$ cat src/rtl/pwm_cf_pkg.sv
package pwm_cf_pkg;
    localparam logic [1:0] REG_CTRL = 2'd0;
    localparam logic [1:0] REG_PER  = 2'd1;
    localparam logic [1:0] REG_WID  = 2'd2;

    localparam int CB_EN   = 0;
    localparam int CB_COW  = 1;
    localparam int CB_TSEL = 2;

    typedef enum logic [1:0] {
        M_OFF  = 2'd0,
        M_NORM = 2'd1,
        M_FULL = 2'd2
    } pmode_e;
endpackage

$ cat src/rtl/pwm_cf_trig_sync.sv
module pwm_cf_trig_sync #(
    parameter int STAGES = 2
) (
    input  logic clk,
    input  logic rst_n,
    input  logic async_i,
    output logic rise_o
);
    logic [STAGES:0] sh_d, sh_q;

    always_comb begin
        sh_d   = {sh_q[STAGES-1:0], async_i};
        rise_o = sh_q[STAGES-1] & ~sh_q[STAGES];
    end

    always_ff @(posedge clk or negedge rst_n) begin
        if (!rst_n) sh_q <= '0;
        else        sh_q <= sh_d;
    end
endmodule

$ cat src/rtl/pwm_cf_channel.sv
module pwm_cf_channel
    import pwm_cf_pkg::*;
#(
    parameter int CW = 8,
    parameter int FW = 3
) (
    input  logic             clk,
    input  logic             rst_n,
    input  logic             wr_en_i,
    input  logic [1:0]       wr_idx_i,
    input  logic [CW+FW-1:0] wr_data_i,
    input  logic [1:0]       rd_idx_i,
    output logic [CW+FW-1:0] rd_data_o,
    input  logic             trig_i,
    output logic             pwm_o,
    output logic             rise_o,
    output logic             fall_o,
    output logic [FW-1:0]    tap_o,
    output logic             en_o,
    output logic             pend_o,
    output logic             bnd_o
);
    localparam int VW = CW + FW;

    typedef struct packed {
        logic [2:0]    ctrl;
        logic          pend;
        logic [VW-1:0] sh_per;
        logic [VW-1:0] sh_wid;
        logic [VW-1:0] ac_per;
        logic [VW-1:0] ac_wid;
        logic [CW-1:0] cnt;
    } chan_st_t;

    chan_st_t      s_d, s_q;
    logic [CW-1:0] pc, pe, last, wc;
    logic [FW-1:0] wf;
    logic          en, bnd, arm;
    pmode_e        mode;

    always_comb begin
        pc   = s_q.ac_per[VW-1:FW];
        pe   = (pc == '0) ? CW'(1) : pc;
        last = pe - CW'(1);
        wc   = s_q.ac_wid[VW-1:FW];
        wf   = s_q.ac_wid[FW-1:0];
        en   = s_q.ctrl[CB_EN];
        bnd  = !en || (s_q.cnt == last);

        if (s_q.ac_wid == '0)  mode = M_OFF;
        else if (wc >= pe)     mode = M_FULL;
        else                   mode = M_NORM;

        arm = (wr_en_i && s_q.ctrl[CB_COW] &&
               (wr_idx_i == REG_PER || wr_idx_i == REG_WID)) ||
              (trig_i && s_q.ctrl[CB_TSEL]);

        s_d = s_q;
        if (wr_en_i) begin
            case (wr_idx_i)
                REG_CTRL: s_d.ctrl   = wr_data_i[2:0];
                REG_PER:  s_d.sh_per = wr_data_i;
                REG_WID:  s_d.sh_wid = wr_data_i;
                default:  ;
            endcase
        end

        if (!en)                 s_d.cnt = '0;
        else if (s_q.cnt == last) s_d.cnt = '0;
        else                     s_d.cnt = s_q.cnt + CW'(1);

        if (s_q.pend && bnd) begin
            s_d.ac_per = s_q.sh_per;
            s_d.ac_wid = s_q.sh_wid;
        end
        s_d.pend = arm || (s_q.pend && !bnd);

        rise_o = en && (mode == M_NORM) && (s_q.cnt == '0);
        fall_o = en && (mode == M_NORM) && (s_q.cnt == wc);
        pwm_o  = en && ((mode == M_FULL) ||
                        ((mode == M_NORM) &&
                         ((s_q.cnt < wc) || ((s_q.cnt == wc) && (wf != '0)))));
        tap_o  = (mode == M_NORM) ? wf : '0;
        en_o   = en;
        pend_o = s_q.pend;
        bnd_o  = bnd;

        case (rd_idx_i)
            REG_CTRL: rd_data_o = VW'({s_q.pend, s_q.ctrl});
            REG_PER:  rd_data_o = s_q.sh_per;
            REG_WID:  rd_data_o = s_q.sh_wid;
            default:  rd_data_o = '0;
        endcase
    end

    always_ff @(posedge clk or negedge rst_n) begin
        if (!rst_n) s_q <= '0;
        else        s_q <= s_d;
    end
endmodule

$ cat src/rtl/pwm_cf_core.sv
module pwm_cf_core #(
    parameter int NCH = 2,
    parameter int CW  = 8,
    parameter int FW  = 3,
    localparam int VW  = CW + FW,
    localparam int CHW = (NCH > 1) ? $clog2(NCH) : 1,
    localparam int AW  = CHW + 2
) (
    input  logic              clk,
    input  logic              rst_n,
    input  logic              wr_en_i,
    input  logic [AW-1:0]     wr_addr_i,
    input  logic [VW-1:0]     wr_data_i,
    input  logic [AW-1:0]     rd_addr_i,
    output logic [VW-1:0]     rd_data_o,
    input  logic [NCH-1:0]    ext_trig_i,
    output logic [NCH-1:0]    pwm_o,
    output logic [NCH-1:0]    rise_o,
    output logic [NCH-1:0]    fall_o,
    output logic [NCH*FW-1:0] tap_o
);
    logic [VW-1:0]  rd_arr [NCH];
    logic [NCH-1:0] ch_en, ch_pend, ch_bnd, ch_trig;
    logic [CHW-1:0] rd_ch;

    for (genvar g = 0; g < NCH; g++) begin : g_ch
        pwm_cf_trig_sync #(.STAGES(2)) u_sync (
            .clk     (clk),
            .rst_n   (rst_n),
            .async_i (ext_trig_i[g]),
            .rise_o  (ch_trig[g])
        );

        pwm_cf_channel #(.CW(CW), .FW(FW)) u_chan (
            .clk       (clk),
            .rst_n     (rst_n),
            .wr_en_i   (wr_en_i && (wr_addr_i[AW-1:2] == CHW'(g))),
            .wr_idx_i  (wr_addr_i[1:0]),
            .wr_data_i (wr_data_i),
            .rd_idx_i  (rd_addr_i[1:0]),
            .rd_data_o (rd_arr[g]),
            .trig_i    (ch_trig[g]),
            .pwm_o     (pwm_o[g]),
            .rise_o    (rise_o[g]),
            .fall_o    (fall_o[g]),
            .tap_o     (tap_o[g*FW +: FW]),
            .en_o      (ch_en[g]),
            .pend_o    (ch_pend[g]),
            .bnd_o     (ch_bnd[g])
        );
    end

    always_comb begin
        rd_ch     = rd_addr_i[AW-1:2];
        rd_data_o = '0;
        for (int c = 0; c < NCH; c++) begin
            if (rd_ch == CHW'(c)) rd_data_o = rd_arr[c];
        end
    end
endmodule

$ cat config.mk
export PLATFORM = sky130hd
export DESIGN_NAME = pwm_cf_core
export DESIGN_NICKNAME = d
export VERILOG_FILES = /design/src/rtl/pwm_cf_pkg.sv /design/src/rtl/pwm_cf_trig_sync.sv /design/src/rtl/pwm_cf_channel.sv /design/src/rtl/pwm_cf_core.sv
export SDC_FILE = /design/constraint.sdc
export NUM_CORES = 1
export LEC_CHECK = 0
export ABC_CLOCK_PERIOD_IN_PS = 4300
export CAP_MARGIN = 20
export CORE_ASPECT_RATIO = 1.4
export CORE_MARGIN = 5
export CORE_UTILIZATION = 45
export CTS_CLUSTER_SIZE = 8
export DETAILED_ROUTE_END_ITERATION = 8
export RECOVER_POWER = 25
export SLEW_MARGIN = 15
export SYNTH_ARGS = -nofsm -noshare
export SYNTH_HDL_FRONTEND = slang
export SYNTH_SLANG_ARGS = --single-unit
$ cat constraint.sdc
create_clock -name clk -period 4.3 [get_ports clk]
set_input_delay 0.43 -clock clk [delete_from_list [all_inputs] [get_ports clk]]
set_output_delay 0.43 -clock clk [all_outputs]
set_load 0.005 [all_outputs]
==> flow_summary.ini <==
[status]
status = finished with violations
violations = capacitance limit, slew limit

[clock_network]
clkLatencyLatePin_ps = 360
cts-resized-gates = 0
clockBufferDepth = 2
cts_setup_buffers = 0
cts_tree = built
clock-sinks = 112
htreeDepth = 3
clk_pin_slew_worst_paths_ps = 70
cts_made_buffers = 9
clockRootBuffer = clkbuf_16
hold_buffers = 0

[grt]
grt_pass1_wl_um = 26990
grt_max_degree = 61
antenna_found_initial = 0
grt_use_total_pct = 19.28
grt_overflow = 0
first_global_vias = 5246

[timing]
rsz0062_at_grt = no
finalCritPeriodShare_pct = 90.35
tns_ps = 0
timing.slew.headroom_pct = -118.0
hold_viol = 0
fin_skew_ps = 9.576
whs_ps = 351.5
layout_min_cycle_time_ps = 3885
worstMarginPinSlew_ps = 3270
fmax_ghz = 0.2574
slew_violations = 61
setup_viol = 0

[floorplan]
die-area_um2 = 17560
initial_utilization_pct = 45.38
core_um2 = 14850
ios = 45
die_x_um = 113.4
num_rows = 53
die_h_um = 154.8

[final_layout]
layout-drive-gt1-share_pct = 15.24
regArea_um2 = 2803
fin_area_um2 = 7624
layout_common_cells = dfrtp_1, mux2_2, nand3_1
multiInputGateArea_um2 = 3555
syn2layout_area_growth_pct = 13.11
final_common_cell = dfrtp_1
fill_cells = 1373
diodes = 0
final_util_pct = 51.32
fin_nets = 760

[route]
drtIter0Drc = 303
first_pass_iters = 7
via_count = 5156
wl_per_cell_um = 18.34
ant_nets = 0
drt-total-wl_um = 16400
viasPerCell = 5.767
drc = 0

[logic_synthesis]
syn_area_um2 = 6740
synthesis.nets = 734
yosysSeqAreaShare_pct = 41.58
post_synth_num_cell_types = 52
syn_inst = 671
ys_ff_latch = 112
synth_top_cell_area_share_pct = 41.58
yosys_warnings = 0
synth_edf_count = 0
synthArstFlopShare_pct = 100.0
synth_top_area_cell = dfrtp_1
synth_flop_cell = dfrtp_1
synthTopCellsByArea = dfrtp_1, mux2_2, ha_1, nand3_1, inv_1
avgSynthCellArea_um2 = 10.05

[worst_setup_path]
critPathArrivalTime_ps = 3460
cp_max_fo = 8
worstSetupPathType = register to output pin
cp.required_ps = 3870
end_kind = output pin
start_kind = register

[pwr]
ir_drop_mv = 0.4660
p_total_mw = 4.274
leakagePower_nw = 3.395
power.density_nw_per_um2 = 560.6

[placed_design]
numPortBuffers = 44
place_area_um2 = 7313
gp_congestion = 0.9261
hpwl_um = 12380

[worst_hold_path]
hp-class = register to register

[flow_run]
cap_violations = 1
## power breakdown
part / leakage, nW / internal, mW / total, mW / switching, mW
logic: 1.92 / 0.913 / 1.72 / 0.804
registers: 1.33 / 1.32 / 1.67 / 0.353
clock network: 0.152 / 0.478 / 0.882 / 0.405
total: 3.40 / 2.71 / 4.27 / 1.56
## cells in the mapped netlist (7+ instances only)
master	instances
nor2_1	32
xnor2_1	18
nand2_1	32
a22oi_1	7
o21ai_0	31
nand4_1	7
a21oi_1	27
mux2_2	59
dfrtp_1	112
ha_1	41
a31oi_1	17
nand3_1	48
mux2_4	10
and3_1	9
mux2i_1	9
a221oi_1	10
and2_1	11
a21o_1	9
o311ai_0	13
nor3_1	12
inv_1	47
clkbuf_1	28
xor2_1	12
## cells by family (layout without fill, tap and decap cells)
logic type / after synthesis / count (layout) / synth area share (%)
adder cells (fa/ha/maj): 41 / 41 / 7.611
multiplexers: 78 / 78 / 13.42
AND/OR/NAND/NOR: 192 / 192 / 14.98
buffers and inverters: 90 / 121 / 5.680
XOR/XNOR: 30 / 30 / 3.898
flip-flops: 112 / 112 / 41.58
AO/OA/AOI/OAI: 128 / 128 / 12.83
## worst max-delay path: stages (launching register included)
cell             delay [ps]
dfrtp_1                 460
nor4_1                  420
a41oi_1                 250
inv_1                   110
ha_1                    220
nand2b_1                140
a21o_1                  170
a21oi_1                 120
o21ai_0                 100
a221oi_1                260
buf_4                   190
and4_1                  170
clkdlybuf4s50_1         490
## path summary, 6_finish.rpt
path                                             startpoint                                 end  slack [ps]  cells past startpoint
setup / recovery           g_ch[1].u_chan.pc[2]$_DFFE_PN0P_                           rise_o[1]         410                     12
hold / removal             g_ch[1].u_sync.sh_q[0]$_DFF_PN0_    g_ch[1].u_sync.sh_q[1]$_DFF_PN0_         350                      0
setup reg to reg           g_ch[1].u_chan.pc[2]$_DFFE_PN0P_  g_ch[1].u_chan.s_q[16]$_DFFE_PN0P_         920                     10
hold reg to reg            g_ch[1].u_sync.sh_q[0]$_DFF_PN0_    g_ch[1].u_sync.sh_q[1]$_DFF_PN0_         350                      0
max in group asynchronous                             rst_n     g_ch[1].u_chan.s_q[3]$_DFF_PN0_        1300                      1
min in group asynchronous                             rst_n    g_ch[0].u_chan.pc[3]$_DFFE_PN0P_        1160                      1
## flip-flops by register name, indices dropped and copies added (netlist names)
signal and cells:
g_ch.u_chan.pc 16, g_ch.u_chan.en_o 2, g_ch.u_chan.s_q 86, g_ch.u_sync.sh_q 6
g_ch.u_chan.pend_o 2
## metrics by stage
stage / instances / setup WS (ps)
2_1_floorplan: 671 / 1055
3_3_place_gp: 878 / 781.5
3_5_place_dp: 878 / 745.5
4_1_cts: 894 / 351.4
5_1_grt: 894 / 71.47
6_report: 894 / 414.9
## routing by layer
layer,track usage (%),wire length [µm],vias to the layer above
met5,0,0,-
met4,8.362,518,0
met3,2.935,452,39
met2,34.29,8570,100
met1,22.85,6857,2532
li1,-,-,2485
## layout make-up
type	count	share of cell area, %
flip-flops and latches	112	36.76
well taps	192	3.151
repair buffers	57	6.975
clock buffers	10	3.135
inverters	48	2.363
clock inverters	6	0.9847
multi-input cells	469	46.63
Power figures use the tool's default switching activity.
